`src/rtl/cfg_loader_pkg.sv`:
```
package cfg_loader_pkg;
  typedef enum logic [1:0] {
    CK_NONE = 2'd0,
    CK_DATA = 2'd1,
    CK_PROG = 2'd2,
    CK_RSVD = 2'd3
  } cell_kind_e;

  typedef enum logic [2:0] {
    PS_IDLE,
    PS_WAIT_RDY,
    PS_STREAM,
    PS_DRAIN,
    PS_WAIT_DONE
  } prog_state_e;
endpackage

```
`src/rtl/cfg_cell_rx.sv`:
```
module cfg_cell_rx
  import cfg_loader_pkg::*;
#(
  parameter int DATA_W = 32,
  parameter int AW     = 10,
  parameter int ERR_W  = 8
) (
  input  logic              clk,
  input  logic              rst,
  input  logic              cell_valid,
  input  logic [1:0]        cell_kind,
  input  logic [AW-1:0]     cell_seq,
  input  logic [DATA_W-1:0] cell_data,
  input  logic              cell_last,
  input  logic              busy_i,
  output logic              mem_we,
  output logic [AW-1:0]     mem_waddr,
  output logic [DATA_W-1:0] mem_wdata,
  output logic              ack_valid,
  output logic [AW-1:0]     ack_seq,
  output logic              ack_ok,
  output logic [ERR_W-1:0]  err_count,
  output logic              load_done,
  output logic [AW:0]       img_len,
  output logic              prog_go,
  output logic              prog_partial
);
  localparam int LW = AW + 1;
  localparam logic [ERR_W-1:0] ERR_MAX = '1;

  logic [AW-1:0] exp_seq;
  logic is_data, is_prog, seq_ok, take, seq_err;

  always_comb begin
    is_data      = cell_valid && (cell_kind == CK_DATA);
    is_prog      = cell_valid && (cell_kind == CK_PROG);
    seq_ok       = (cell_seq == exp_seq) || (cell_seq == '0);
    take         = is_data && !busy_i && seq_ok;
    seq_err      = is_data && !busy_i && !seq_ok;
    prog_go      = is_prog && !busy_i && load_done;
    prog_partial = cell_data[0];
  end

  always_ff @(posedge clk) begin
    if (rst) begin
      mem_we    <= 1'b0;
      mem_waddr <= '0;
      mem_wdata <= '0;
      ack_valid <= 1'b0;
      ack_seq   <= '0;
      ack_ok    <= 1'b0;
      err_count <= '0;
      load_done <= 1'b0;
      img_len   <= '0;
      exp_seq   <= '0;
    end else begin
      mem_we    <= take;
      mem_waddr <= cell_seq;
      mem_wdata <= cell_data;
      ack_valid <= is_data || is_prog;
      ack_seq   <= cell_seq;
      ack_ok    <= take || prog_go;
      if (take) begin
        load_done <= cell_last;
        if (cell_last) begin
          img_len <= {1'b0, cell_seq} + LW'(1);
          exp_seq <= '0;
        end else begin
          exp_seq <= cell_seq + AW'(1);
        end
      end
      if (seq_err && (err_count != ERR_MAX))
        err_count <= err_count + ERR_W'(1);
    end
  end


  write_when_idle_chk: assert property (@(posedge clk) disable iff (rst)
    mem_we |-> !$past(busy_i));


  err_step_chk: assert property (@(posedge clk) disable iff (rst)
    (err_count != $past(err_count)) |-> (err_count == $past(err_count) + ERR_W'(1)));


  done_len_chk: assert property (@(posedge clk) disable iff (rst)
    load_done |-> (img_len != '0));


  ack_with_write_chk: assert property (@(posedge clk) disable iff (rst)
    mem_we |-> (ack_valid && ack_ok && (ack_seq == mem_waddr)));
endmodule

```
`src/rtl/cfg_prog_stream.sv`:
```
module cfg_prog_stream
  import cfg_loader_pkg::*;
#(
  parameter int DATA_W = 32,
  parameter int AW     = 10
) (
  input  logic              clk,
  input  logic              rst,
  input  logic              prog_go,
  input  logic              prog_partial,
  input  logic [AW:0]       img_len,
  input  logic [DATA_W-1:0] mem_rdata,
  input  logic              cfg_ready,
  input  logic              cfg_done,
  output logic              busy,
  output logic              mem_re,
  output logic [AW-1:0]     mem_raddr,
  output logic              cfg_init,
  output logic              cfg_valid,
  output logic [DATA_W-1:0] cfg_data
);
  localparam int LW = AW + 1;

  prog_state_e   state;
  logic          partial_q;
  logic [AW-1:0] ptr;
  logic [AW:0]   len_q;
  logic          rd_v1;
  logic          last_rd;

  assign busy    = (state != PS_IDLE);
  assign last_rd = ({1'b0, ptr} == (len_q - LW'(1)));

  always_ff @(posedge clk) begin
    if (rst) begin
      state     <= PS_IDLE;
      partial_q <= 1'b0;
      ptr       <= '0;
      len_q     <= '0;
      rd_v1     <= 1'b0;
      mem_re    <= 1'b0;
      mem_raddr <= '0;
      cfg_init  <= 1'b0;
      cfg_valid <= 1'b0;
      cfg_data  <= '0;
    end else begin
      cfg_init  <= 1'b0;
      mem_re    <= 1'b0;
      rd_v1     <= mem_re;
      cfg_valid <= rd_v1;
      if (rd_v1) cfg_data <= mem_rdata;
      unique case (state)
        PS_IDLE: begin
          if (prog_go) begin
            partial_q <= prog_partial;
            len_q     <= img_len;
            ptr       <= '0;
            if (prog_partial) begin
              state <= PS_STREAM;
            end else begin
              cfg_init <= 1'b1;
              state    <= PS_WAIT_RDY;
            end
          end
        end
        PS_WAIT_RDY: if (cfg_ready) state <= PS_STREAM;
        PS_STREAM: begin
          mem_re    <= 1'b1;
          mem_raddr <= ptr;
          ptr       <= ptr + AW'(1);
          if (last_rd) state <= PS_DRAIN;
        end
        PS_DRAIN: begin
          if (!mem_re && !rd_v1)
            state <= partial_q ? PS_IDLE : PS_WAIT_DONE;
        end
        PS_WAIT_DONE: if (cfg_done) state <= PS_IDLE;
        default: state <= PS_IDLE;
      endcase
    end
  end


  init_pulse_chk: assert property (@(posedge clk) disable iff (rst)
    cfg_init |=> !cfg_init);


  partial_no_init_chk: assert property (@(posedge clk) disable iff (rst)
    cfg_init |-> !partial_q);


  valid_in_busy_chk: assert property (@(posedge clk) disable iff (rst)
    cfg_valid |-> busy);


  start_cause_chk: assert property (@(posedge clk) disable iff (rst)
    $rose(busy) |-> $past(prog_go));
endmodule

```
`src/rtl/cfg_loader.sv`:
```
module cfg_loader
  import cfg_loader_pkg::*;
#(
  parameter int DATA_W = 32,
  parameter int AW     = 10,
  parameter int ERR_W  = 8
) (
  input  logic              clk,
  input  logic              rst,
  input  logic              cell_valid,
  input  logic [1:0]        cell_kind,
  input  logic [AW-1:0]     cell_seq,
  input  logic [DATA_W-1:0] cell_data,
  input  logic              cell_last,
  output logic              ack_valid,
  output logic [AW-1:0]     ack_seq,
  output logic              ack_ok,
  output logic              mem_we,
  output logic [AW-1:0]     mem_waddr,
  output logic [DATA_W-1:0] mem_wdata,
  output logic              mem_re,
  output logic [AW-1:0]     mem_raddr,
  input  logic [DATA_W-1:0] mem_rdata,
  output logic              cfg_init,
  input  logic              cfg_ready,
  output logic              cfg_valid,
  output logic [DATA_W-1:0] cfg_data,
  input  logic              cfg_done,
  output logic              busy,
  output logic              load_done,
  output logic [ERR_W-1:0]  err_count
);
  logic          prog_go;
  logic          prog_partial;
  logic [AW:0]   img_len;

  cfg_cell_rx #(.DATA_W(DATA_W), .AW(AW), .ERR_W(ERR_W)) u_rx (
    .clk          (clk),
    .rst          (rst),
    .cell_valid   (cell_valid),
    .cell_kind    (cell_kind),
    .cell_seq     (cell_seq),
    .cell_data    (cell_data),
    .cell_last    (cell_last),
    .busy_i       (busy),
    .mem_we       (mem_we),
    .mem_waddr    (mem_waddr),
    .mem_wdata    (mem_wdata),
    .ack_valid    (ack_valid),
    .ack_seq      (ack_seq),
    .ack_ok       (ack_ok),
    .err_count    (err_count),
    .load_done    (load_done),
    .img_len      (img_len),
    .prog_go      (prog_go),
    .prog_partial (prog_partial)
  );

  cfg_prog_stream #(.DATA_W(DATA_W), .AW(AW)) u_stream (
    .clk          (clk),
    .rst          (rst),
    .prog_go      (prog_go),
    .prog_partial (prog_partial),
    .img_len      (img_len),
    .mem_rdata    (mem_rdata),
    .cfg_ready    (cfg_ready),
    .cfg_done     (cfg_done),
    .busy         (busy),
    .mem_re       (mem_re),
    .mem_raddr    (mem_raddr),
    .cfg_init     (cfg_init),
    .cfg_valid    (cfg_valid),
    .cfg_data     (cfg_data)
  );


  idle_outputs_chk: assert property (@(posedge clk) disable iff (rst)
    !busy |-> !cfg_init);
endmodule

```
`config.mk`:
```
export PLATFORM = sky130hd
export DESIGN_NAME = cfg_loader
export DESIGN_NICKNAME = d
export VERILOG_FILES = /design/src/rtl/cfg_loader_pkg.sv /design/src/rtl/cfg_cell_rx.sv /design/src/rtl/cfg_prog_stream.sv /design/src/rtl/cfg_loader.sv
export SDC_FILE = /design/constraint.sdc
export NUM_CORES = 1
export LEC_CHECK = 0
export CAP_MARGIN = 20
export CORE_MARGIN = 2
export CORE_UTILIZATION = 46
export CTS_CLUSTER_SIZE = 30
export DETAILED_ROUTE_END_ITERATION = 10
export PLACE_DENSITY = 0.77
export SLEW_MARGIN = 20
export SYNTH_ARGS = -nofsm -noshare
export SYNTH_HDL_FRONTEND = slang
export SYNTH_SLANG_ARGS = --single-unit
```
`constraint.sdc`:
```
create_clock -name clk -period 2.8 [get_ports clk]
set_input_delay 0.56 -clock clk [delete_from_list [all_inputs] [get_ports clk]]
set_output_delay 0.56 -clock clk [all_outputs]
set_load 0.02 [all_outputs]
```
* Yosys cells after proc, flatten, opt, wreduce, memory -nomap -nowiden
Cells that the tools add are included.
Storage, ports and cells: register bits after elaboration 146, word-level logic and storage cells 78, input bits 82, output and inout bits 110
Cells by class: mux-type cells 13, add/sub/neg operators 5, reductions and logical operators 25, equal/unequal tests 14, bitwise gates (word level) 2
Operators by type and width (count):
- 10-bit by 1-bit adder with 10-bit output (second input constant) | 2
- 10-bit 2-to-1 mux | 2
- 10-bit one-hot mux with 2 select lines | 1
- 3-bit 2-to-1 mux | 6
- 3-bit one-hot mux with 5 select lines | 1
- 10-bit by 1-bit adder with 11-bit output (second input constant) | 1
- 10-bit by 11-bit equality test with 1-bit output | 1
- 11-bit by 1-bit subtractor with 11-bit output (second input constant) | 1
- 10-bit equality test | 1
- 10-bit zero test | 1
- 1-bit logical AND | 9
- 8-bit by 1-bit adder with 8-bit output (second input constant) | 1
- 8-bit != test (second input constant) | 1
- 3-bit by 2-bit equality test with 1-bit output (second input constant) | 2
- 2-bit != test (second input constant) | 3
- 2-bit AND reduction | 3
- 5-bit AND reduction | 1
- 1-bit zero test | 4
- 2-bit by 1-bit != test with 1-bit output (second input constant) | 2
- 3-bit by 1-bit equality test with 1-bit output (second input constant) | 1
- 3-bit equality test (second input constant) | 1
- 3-bit zero test | 1
- 1-bit logical OR | 3
- 3-bit nonzero test | 1
- 7 further kinds | 9

* Longest topological paths before layout
Gate-level depths: netlist of the first run.
depth in word-level cells 6, mapped depth 8, gate-level depth less buffers 8

* By module
From an unflattened synthesis of the first run, not the netlist that was laid out.
Unflattened totals: cell total of the unflattened synthesis 647, area total of the unflattened synthesis 6065.8 um^2
Modules (own cells, without submodules):
- cfg_prog_stream | sequential area each 1421.4 um^2, cells an instance 350, area an instance 3037.9 um^2, instances 1
- cfg_cell_rx | sequential area each 1501.4 um^2, cells an instance 297, area an instance 3027.9 um^2, instances 1

* Least setup slack after synthesis of the first run
OpenSTA, ideal clock, no wires.
path type input-to-reg, start input port cell_seq[2], end register u_rx.load_done, library setup time 0.128 ns, data arrival time 2.258 ns, buffers on the path 2, cell stages on the path 8, setup slack 0.415 ns, required time 2.672 ns, path through clkbuf_1 > xor2_1 > nor4_1 > nand4_1 > a21oi_1 > buf_2 > mux2i_1 > nor2_1
Between the ends: longest elaborated chain between the ends 3, elaborated cells on any way between the ends 4, those cells by class eq/ne (1); reduce/logical (3)
RTL lines:
- start, declared | RTL line cfg_loader.sv:12 | input logic [AW-1:0] cell_seq,
- 10-bit equality test / 10-bit zero test (equally long branches) | RTL line cfg_cell_rx.sv:37 | seq_ok = (cell_seq == exp_seq) || (cell_seq == '0);
- 1-bit logical OR * | RTL line cfg_cell_rx.sv:37
- 1-bit logical AND * | RTL line cfg_cell_rx.sv:38 | take = is_data && !busy_i && seq_ok;
- end signal, assigned | RTL line cfg_cell_rx.sv:64 | load_done <= cell_last;
- end, declared | RTL line cfg_cell_rx.sv:23 | output logic load_done,
Mark *: on every way between the ends. The rest lies on a longest branch, timed or not. A chain may end at the register's enable or synchronous reset.

* Worst setup path after layout of the first run
start register u_stream.len_q[3], end register u_stream.state[0]
Between the ends: longest elaborated chain between the ends 4
RTL lines:
- start, declared | RTL line cfg_prog_stream.sv:27 | logic [AW:0] len_q;
- start signal, assigned | RTL line cfg_prog_stream.sv:56 | len_q <= img_len;
- 11-bit by 1-bit subtractor with 11-bit output | RTL line cfg_prog_stream.sv:32 | assign last_rd = ({1'b0, ptr} == (len_q - LW'(1)));
- 10-bit by 11-bit equality test with 1-bit output | RTL line cfg_prog_stream.sv:32
- 2-bit by 1-bit != test with 1-bit output (no line)
- 5-bit AND reduction (no line)
- end signal, assigned | RTL line cfg_prog_stream.sv:75 | state <= partial_q ? PS_IDLE : PS_WAIT_DONE;
- end, declared | RTL line cfg_prog_stream.sv:24 | prog_state_e state;
No other way between the ends.

==> impl_metrics.tcl, run 1 <==
set metrics [dict create \
    netlist_instances 624 \
    grt_overflow 0 \
    area_growth_pct 45.86 \
    tns_ps 0 \
    grt_pass1_vias 4894 \
    period_share_pct 85.42 \
    yosysWarnings 0 \
    slew_headroom_pct 50.48 \
    dr.first_iter.drc_count 296 \
    portBuffers 191 \
    avgSynthCellArea_um2 9.296 \
    crit_arrival_ps 2660 \
    start_kind "flip-flop" \
    worstSetupPathType "reg -> reg" \
    fmax_ghz 0.4181 \
    cts_tree "built" \
    synth_seq_cells 146 \
    clock_latency_ps 420 \
    maxCapViolations 0 \
    drc 0 \
    num_rows 41 \
    vias_per_cell 4.984 \
    cp_cell_sequence "nor4_1 > nand3_1 > xnor2_1 > a311o_1 > a41oi_1 > a221oi_1" \
    clk_pin_slew_ps 60 \
    clk_path_buf_depth 2 \
    critPathCaptureType "flip-flop" \
    dr_total_vias 4929 \
    io_pins 192 \
    dp_hpwl_mm 10.41 \
    numCtsBuffers 17 \
    ir_drop_v 0.0004740 \
    die_w_um 116.3 \
    seqCellArea_mm2 0.002924 \
    grt_util_met2_pct 37.95 \
    wire_per_inst_um 14.61 \
    cts-root-buf "clkbuf_16" \
    grt-busiest-layer "met2" \
    grtUsageMet1_pct 24.59 \
    multi_input_area_mm2 0.002621 \
    grt_max_degree 67 \
    ant_nets 0 \
    outcome "complete, no violations" \
    synth_top_area_share_pct 50.39 \
    post_cts_buffers 0 \
    place.gp.congestion 0.8939 \
    setup_viol 0 \
    cts_sinks 146 \
    power_leakage_uw 0.003026 \
    fin_crit_ps 2392 \
    async_flop_share_pct 0 \
    wl_mm 14.45 \
    crit_fanout 5 \
    ys.flop_type "dfxtp_1" \
    nets 891 \
    timing.hold.ws_ps 451.3 \
    die_area_mm2 0.01352 \
    initial_core_util_pct 46.53 \
    cp.required_ps 3060 \
    synth_top_area_cell "dfxtp_1" \
    slowest_delay_ps 670 \
    syn-cell-area_mm2 0.005801 \
    fillers 1029 \
    synth.area.top_cells "dfxtp_1 50%, mux2i_1 8.1%, nor2_1 5.6%" \
    firstDrtPassIters 4 \
    yosysSeqAreaShare_pct 50.39 \
    hold_viol 0 \
    dieHeight_um 116.3 \
    antenna_found_initial 0 \
    rsz0062_at_grt "false" \
    diodes 0 \
    p_per_area_mw_per_mm2 628.8 \
    ys_types 47 \
    syn-num-nets 711 \
    grt_use_met3_pct 7.369 \
    worst_pin_slew_ps 736.1 \
    grt_pass1_wl_mm 23.00 \
    grt_usage_pct 21.75 \
    core_mm2 0.01247 \
    drive_above_1_share_pct 7.099 \
    ctsHoldBuffers 0 \
    critPathSlowestCell "nor4_1" \
    slew_viol_final 0 \
    cts.repair.resized 0 \
    hold_class "reg -> reg" \
    clock_skew_ps 4.942 \
    synth_edf_count 0 \
    cts-htree-levels 4 \
]
## critical path: cells and delay by family, from the launching register on
kind | cells | cell delay (ps)
AOI/OAI and AO/OA | 3 | 830
DFF | 1 | 350
xor gates and xnor gates | 1 | 170
and+or+nand+nor | 2 | 890
## layout by cell type (no fill, tap or decap), types with 3 or more instances in the layout
master           instances
nor3b_1                  4
or4_1                    3
clkinvlp_4               3
xnor2_1                 19
nor4_1                   4
bufinv_16                3
ha_1                     5
and2_1                   3
xor2_1                  19
nand4_1                 10
clkbuf_16               17
clkinv_2                 4
a21oi_1                 36
nor2b_1                 44
dfxtp_1                145
o31ai_1                  3
clkbuf_1                 3
mux2i_1                 47
nand3b_1                 3
a211oi_1                11
o2111ai_1                3
nand3_1                 15
o21ai_0                  7
nor3_1                   6
nor2_1                  87
nand2_1                 56
and3_1                   6
or3_1                    3
clkdlybuf4s50_1        190
inv_1                    9
buf_4                   17
## power breakdown
group	internal [µW]	leakage (µW)	switching (µW)	total, µW
sequential	2160	0.00119	64.1	2220
combinational	403	0.00155	418	820
clock	1440	0.000286	836	2280
total	4000	0.00303	1320	5320
## registers in the layout (all words and copies together), names as in the netlist, 3 cells and up
signal              count
u_rx.mem_waddr         10
u_stream.state          3
u_rx.exp_seq           10
u_rx.img_len           11
u_stream.len_q         11
u_stream.cfg_data      32
u_rx.mem_wdata         32
u_stream.ptr           10
u_rx.err_count          8
u_stream.mem_raddr     10
## metrics by stage
stage	power (µW)	setup slack [ps]	std cells	util [%]	instance area, µm²
floorplan	2726	414.8	624	-	5801
global placement	3062	199.3	957	63.08	7864
detailed placement	3085	66.86	957	63.08	7864
CTS	5352	423.5	989	67.87	8461
global route	5522	285.8	989	67.87	8461
finish	5320	408.3	989	67.87	8461
## cell families (layout without fill, tap and decap cells)
| family | Yosys count | count (layout) | synth area share [%] |
|---|---|---|---|
| adders and majority gates | 5 | 5 | 1.079 |
| AOI/OAI and AO/OA | 74 | 74 | 8.175 |
| and+or+nand+nor | 256 | 256 | 21.81 |
| DFF | 146 | 146 | 50.39 |
| xor gates and xnor gates | 38 | 38 | 5.738 |
| buffers and inverters | 57 | 250 | 4.508 |
| muxes | 48 | 48 | 8.305 |
## final timing paths
| check | cells past startpoint | to | start | slack, ps |
|---|---|---|---|---|
| hold reg to reg | 2 | u_stream.mem_raddr[1]$_SDFFE_PP0P_ | u_stream.mem_raddr[1]$_SDFFE_PP0P_ | 450 |
| setup reg to reg | 6 | u_stream.state[0]$_SDFFE_PP0P_ | u_stream.len_q[3]$_SDFFE_PP0P_ | 410 |
| setup / recovery | 6 | u_stream.state[0]$_SDFFE_PP0P_ | u_stream.len_q[3]$_SDFFE_PP0P_ | 410 |
| hold / removal | 2 | u_stream.mem_raddr[1]$_SDFFE_PP0P_ | u_stream.mem_raddr[1]$_SDFFE_PP0P_ | 450 |
## routing by layer
layer | share of wire, % | vias up
li1 | - | 2462
met1 | 41 | 2293
met4 | 1.8 | 0
met3 | 6.6 | 20
met5 | 0 | -
met2 | 51 | 154
## layout make-up
type	instances	share of cell area, %
sequential	146	34.56
timing repair buffer	209	24.46
inverter	9	0.3993
clock inverter	10	1.568
clock buffer	22	5.487
tap	172	2.544
multi-input combinational	421	30.98
## synth_stat cells, types with 2 or more instances
master	n
a211oi_1	12
a21oi_1	36
a221oi_1	2
a31oi_1	2
a41oi_1	2
and2_1	3
and3_1	6
and4_1	2
buf_1	3
buf_2	2
buf_4	10
clkbuf_1	32
dfxtp_1	146
ha_1	5
inv_1	9
mux2i_1	47
nand2_1	56
nand2b_1	2
nand3_1	15
nand3b_1	3
nand4_1	10
nand4b_1	2
nor2_1	87
nor2b_1	44
nor3_1	6
nor3b_1	4
nor4_1	4
o2111ai_1	3
o21ai_0	7
o31ai_1	3
or2_2	2
or3_1	3
or3_4	2
or4_1	3
xnor2_1	19
xor2_1	19
(Power assumes the default switching activity.)
==> inputs of run 2 (changes only) <==
--- a/config.mk
+++ b/config.mk
@@ -5,12 +5,12 @@
 export SDC_FILE = /design/constraint.sdc
 export NUM_CORES = 1
 export LEC_CHECK = 0
-export CAP_MARGIN = 20
 export CORE_MARGIN = 2
 export CORE_UTILIZATION = 46
 export CTS_CLUSTER_SIZE = 30
 export DETAILED_ROUTE_END_ITERATION = 10
-export PLACE_DENSITY = 0.77
+export MAX_ROUTING_LAYER = met4
+export PLACE_DENSITY_LB_ADDON = 0.05
 export SLEW_MARGIN = 20
 export SYNTH_ARGS = -nofsm -noshare
 export SYNTH_HDL_FRONTEND = slang
==> run 2 against run 1 <==
Effect of this change:
- sequential share of layout area is 0.37 points lower
- count of clock-buffer cells in the layout is 4 lower
- register-to-register slack better by 80 ps
- wire length is 1.5% lower
- die area stayed put
- clock skew hardly changed
- combinational power is 1% higher
==> impl_metrics.tcl, run 2 (synthesized netlist as in run 1, its figures left out) <==
set metrics [dict create \
    outcome "complete, no violations" \
    firstDrtPassIters 4 \
    largestRegisters "u_rx.mem_wdata (32), u_stream.cfg_data (32)" \
    dieHeight_um 116.3 \
    fin_crit_ps 2350 \
    die_w_um 116.3 \
    cts-root-buf "clkbuf_16" \
    cts-htree-levels 4 \
    ant_nets 0 \
    slew_headroom_pct 57.80 \
    ir_drop_v 0.0003792 \
    grt-busiest-layer "met2" \
    p_per_area_mw_per_mm2 654.9 \
    multi_input_area_mm2 0.002621 \
    grt_use_met3_pct 6.227 \
    setup_viol 0 \
    worstSetupPathType "reg -> out" \
    utilization_pct 68.61 \
    clock_skew_ps 5.270 \
    maxCapViolations 0 \
    num_rows 41 \
    antenna_found_initial 0 \
    clk_pin_slew_ps 60 \
    core_mm2 0.01247 \
    drc 0 \
    grt_max_degree 59 \
    clock_latency_ps 420 \
    seqCellArea_mm2 0.002924 \
    path_buf_inv 1 \
    cts_sinks 146 \
    slew_viol_final 0 \
    nets 893 \
    grt_overflow 0 \
    power_leakage_uw 0.003082 \
    die_area_mm2 0.01352 \
    numCtsBuffers 17 \
    cp_cell_sequence "or3_4 > clkdlybuf4s50_1" \
    crit_arrival_ps 1790 \
    rsz0062_at_grt "false" \
    grt_pass1_vias 4694 \
    final_cell_mix "190 x clkdlybuf4s50_1, 145 x dfxtp_1, 87 x nor2_1, 56 x nand2_1, 47 x mux2i_1" \
    crit_family "buffers and inverters" \
    io_pins 192 \
    start_kind "flip-flop" \
    wl_mm 14.23 \
    vias_per_cell 4.986 \
    fmax_ghz 0.4255 \
    grt_util_met2_pct 34.96 \
    grt_usage_pct 21.42 \
    worst_pin_slew_ps 633.0 \
    cts_tree "built" \
    grtUsageMet1_pct 24.63 \
    grt_pass1_wl_mm 22.13 \
    initial_core_util_pct 46.53 \
    cts.repair.resized 0 \
    ctsHoldBuffers 0 \
    critPathSlowestCell "clkdlybuf4s50_1" \
    dp_hpwl_mm 10.29 \
    cp.required_ps 2240 \
    dr_total_vias 4941 \
    final_common_cell "clkdlybuf4s50_1" \
    fin_area_mm2 0.008553 \
    placed_cell_area_mm2 0.007879 \
    diodes 0 \
    clk_path_buf_depth 2 \
    portBuffers 191 \
    timing.hold.ws_ps 452.2 \
    crit_fanout 8 \
    hold_viol 0 \
    place.gp.congestion 0.8164 \
    fillers 992 \
    dr.first_iter.drc_count 276 \
    wire_per_inst_um 14.36 \
    slowest_delay_ps 560 \
    period_share_pct 83.94 \
    hold_class "reg -> reg" \
    tns_ps 0 \
    area_growth_pct 47.45 \
    drive_above_1_share_pct 7.692 \
    post_cts_buffers 0 \
    critPathCaptureType "primary output" \
]
## run 2: changes by cell type in the layout (fill, tap and decap cells not counted)
cell | before | now
clkbuf_1 | 3 | 0
clkbuf_8 | 2 | 1
clkinvlp_4 | 3 | 0
bufinv_16 | 3 | 6
buf_4 | 17 | 19
clkinv_4 | 0 | 4
## run 2: path summary, 6_finish.rpt
check	start	end	slack [ps]	cells after the start
setup reg to reg	u_stream.state[0]$_SDFFE_PP0P_	u_rx.err_count[5]$_SDFFE_PP0P_	490	6
hold reg to reg	u_stream.mem_raddr[3]$_SDFFE_PP0P_	u_stream.mem_raddr[3]$_SDFFE_PP0P_	450	2
hold / removal	u_stream.mem_raddr[3]$_SDFFE_PP0P_	u_stream.mem_raddr[3]$_SDFFE_PP0P_	450	2
setup / recovery	u_stream.state[0]$_SDFFE_PP0P_	busy	450	2
## run 2: worst reg2reg max path: stages, from the launching register on
cell,delay [ps]
dfxtp_1,380
or3_4,440
or3_4,430
a31oi_4,220
nand3_4,150
or4_1,490
a21oi_1,150
## run 2: final cells by class
| cell class | count | share of cell area, % |
|---|---|---|
| Sequential cell | 146 | 34.19 |
| Multi-Input combinational cell | 421 | 30.65 |
| Clock buffer | 18 | 5.135 |
| Timing Repair Buffer | 211 | 24.37 |
| Inverter | 9 | 0.3950 |
| Tap cell | 172 | 2.516 |
| Clock inverter | 14 | 2.750 |
## run 2: where the power goes
| group | leakage (µW) | internal, µW | switching [µW] |
|---|---|---|---|
| logic | 0.00156 | 412 | 421 |
| clock network | 0.000334 | 1690 | 855 |
| registers | 0.00119 | 2160 | 63.0 |
| total | 0.00308 | 4260 | 1340 |
## run 2: metrics by stage
stage          cells  setup slack [ps]  total power (µW)
2_1_floorplan    624             414.8              2726
3_3_place_gp     959             143.5              3073
3_5_place_dp     959             81.52              3096
4_1_cts          991             433.0              5654
5_1_grt          991             335.5              5821
6_report         991             449.6              5601
## run 2: metal layers
layer / routed length [µm] / part of all wire, %
met1: 6107 / 43
met2: 7001 / 49
met3: 832 / 5.8
met4: 289 / 2.0
met5: 0 / 0
==> inputs of run 3 (changes only) <==
==> constraint.sdc (replaced) <==
create_clock -name clk -period 2.2 [get_ports clk]
set_input_delay 0.44 -clock clk [delete_from_list [all_inputs] [get_ports clk]]
set_output_delay 0.44 -clock clk [all_outputs]
set_load 0.02 [all_outputs]
==> run 3 against run 2 <==
Effect of this change:
- global-route usage is 0.62 points higher
- clock skew grew 1.4 ps
- largest power group unchanged
- largest cell class unchanged
- wire length rose by 3.7%
- final area increased by 2.1%
- critical path depth unchanged
- core utilization up 1.4 points
- via count increased by 3.4%
- non-clock buffer count rose by 29
- combinational power is 41% higher
==> impl_metrics.tcl, run 3 (synthesized netlist as in run 1, its figures left out) <==
set metrics [dict create \
    outcome "complete, no violations" \
    maxCapViolations 0 \
    largestRegisters "u_rx.mem_wdata (32), u_stream.cfg_data (32)" \
    diodes 0 \
    final_common_cell "clkdlybuf4s50_1" \
    grt_usage_pct 22.04 \
    period_share_pct 98.58 \
    dr.first_iter.drc_count 311 \
    worst_pin_slew_ps 542.1 \
    numCtsBuffers 17 \
    ant_nets 0 \
    ir_drop_v 0.0004281 \
    io_pins 192 \
    multi_input_area_mm2 0.002664 \
    p_per_area_mw_per_mm2 790.7 \
    clk_path_buf_depth 2 \
    cts_sinks 146 \
    cts_tree "built" \
    power_leakage_uw 0.003205 \
    seqCellArea_mm2 0.002924 \
    die_area_mm2 0.01352 \
    portBuffers 191 \
    dieHeight_um 116.3 \
    antenna_found_initial 0 \
    drive_above_1_share_pct 11.32 \
    path_buf_inv 1 \
    core_mm2 0.01247 \
    rsz0062_at_grt "true" \
    regToRegSetupSlack_ps 90 \
    num_rows 41 \
    drc 0 \
    initial_core_util_pct 46.53 \
    firstDrtPassIters 4 \
    hold_viol 0 \
    start_kind "flip-flop" \
    setup_viol 0 \
    timing.hold.ws_ps 390.4 \
    worstHoldEndpoint "u_rx.exp_seq[9]$_SDFFE_PP0P_" \
    r2r-end "u_rx.err_count[3]$_SDFFE_PP0P_" \
    die_w_um 116.3 \
    vias_per_cell 5.008 \
    crit_fanout 4 \
    wire_per_inst_um 14.47 \
    critPathCaptureType "primary output" \
    hold_depth 2 \
    fin_ws_ps 31.28 \
    grt_overflow 0 \
    hold_class "in -> reg" \
    hp-start "rst" \
    cp_cell_sequence "or3_4 > clkdlybuf4s50_1" \
    cp.required_ps 1760 \
    grt_pass1_wl_mm 22.79 \
    slowest_delay_ps 580 \
    critPathSlowestCell "clkdlybuf4s50_1" \
    crit_arrival_ps 1730 \
    nets 922 \
    cts-root-buf "clkbuf_16" \
    grt_pass1_vias 4827 \
    slew_headroom_pct 63.86 \
    ctsHoldBuffers 0 \
    timing.rr.start "u_stream.state[0]$_SDFFE_PP0P_" \
    final_cell_mix "188 x clkdlybuf4s50_1, 145 x dfxtp_1, 87 x nor2_1, 56 x nand2_1, 49 x buf_4" \
    pre_cts_ws_ps -316.8 \
    grt_max_degree 61 \
    area_growth_pct 50.50 \
    fmax_ghz 0.4611 \
    dp_hpwl_mm 10.70 \
    r2r_cells 7 \
    clk_pin_slew_ps 60 \
    utilization_pct 70.03 \
    clock_latency_ps 420 \
    crit_family "buffers and inverters" \
    crit_start "u_stream.state[0]$_SDFFE_PP0P_" \
    place.gp.congestion 0.8620 \
    dr_total_vias 5108 \
    fillers 989 \
    fin_crit_ps 2169 \
    wl_mm 14.76 \
    clock_skew_ps 6.680 \
    worstSetupPathType "reg -> out" \
    cts-htree-levels 4 \
    slew_viol_final 0 \
]
[run 3: how the worst max path moves through the flow]
stage	depth (start not counted)	endpoint	slack (ps)
6_report	2	busy	30
5_1_grt	8	u_stream.state[0]$_SDFFE_PP0P_	-50
4_1_cts	2	busy	20
3_5_place_dp	8	u_rx.img_len[8]$_SDFFE_PP0P_	-320
3_3_place_gp	8	u_rx.img_len[0]$_SDFFE_PP0P_	-220
2_1_floorplan	7	u_rx.err_count[5]$_SDFFE_PP0P_	-60
[run 3: repair_timing]
action / 4_1_cts / 5_1_grt
pin swaps: 0 / 5
endpoints found under the hold margin: 0 / 0
buffers inserted: 0 / 3
setup endpoints to repair: 1 / 12
gates resized for setup: 1 / 9
cloned: 0 / 0
[run 3: power by group]
part / switching (µW) / leakage, µW / internal, µW / total, µW
combinational: 582 / 0.00172 / 592 / 1170
clock: 1090 / 0.000291 / 1840 / 2930
sequential: 55.0 / 0.00119 / 2750 / 2800
[run 3: worst reg2reg max path: cells and delay by family, from the launching register on]
| kind | cells | cell delay (ps) |
|---|---|---|
| AO/OA/AOI/OAI | 2 | 320 |
| buffers and inverters | 1 | 150 |
| flip-flops | 1 | 320 |
| AND/OR/NAND/NOR | 4 | 1250 |
[run 3: through the flow]
step / instance area (µm²) / setup TNS, ps / std cells / total power (µW)
floorplan: 5804 / -110.7 / 624 / 3470
global placement: 8065 / -4737 / 985 / 3970
detailed placement: 8065 / -6828 / 985 / 3997
CTS: 8666 / 0 / 1017 / 6916
global route: 8730 / -64.77 / 1020 / 7163
finish: 8730 / 0 / 1020 / 6903
[run 3: cell type report]
type,count,area share (%)
multi-input cells,421,30.51
inverters,9,0.3870
clock buffers,23,5.360
flip-flops and latches,146,33.50
well taps,172,2.465
clock inverters,9,1.491
repair buffers,240,26.29
[run 3: per-layer routing]
layer	global-route usage (%)	vias to the layer above	part of all wire, %
li1	-	2528	-
met3	6.175	39	6.3
met1	25.26	2375	42
met2	35.81	166	49
met4	10.24	0	2.8
met5	-	-	0
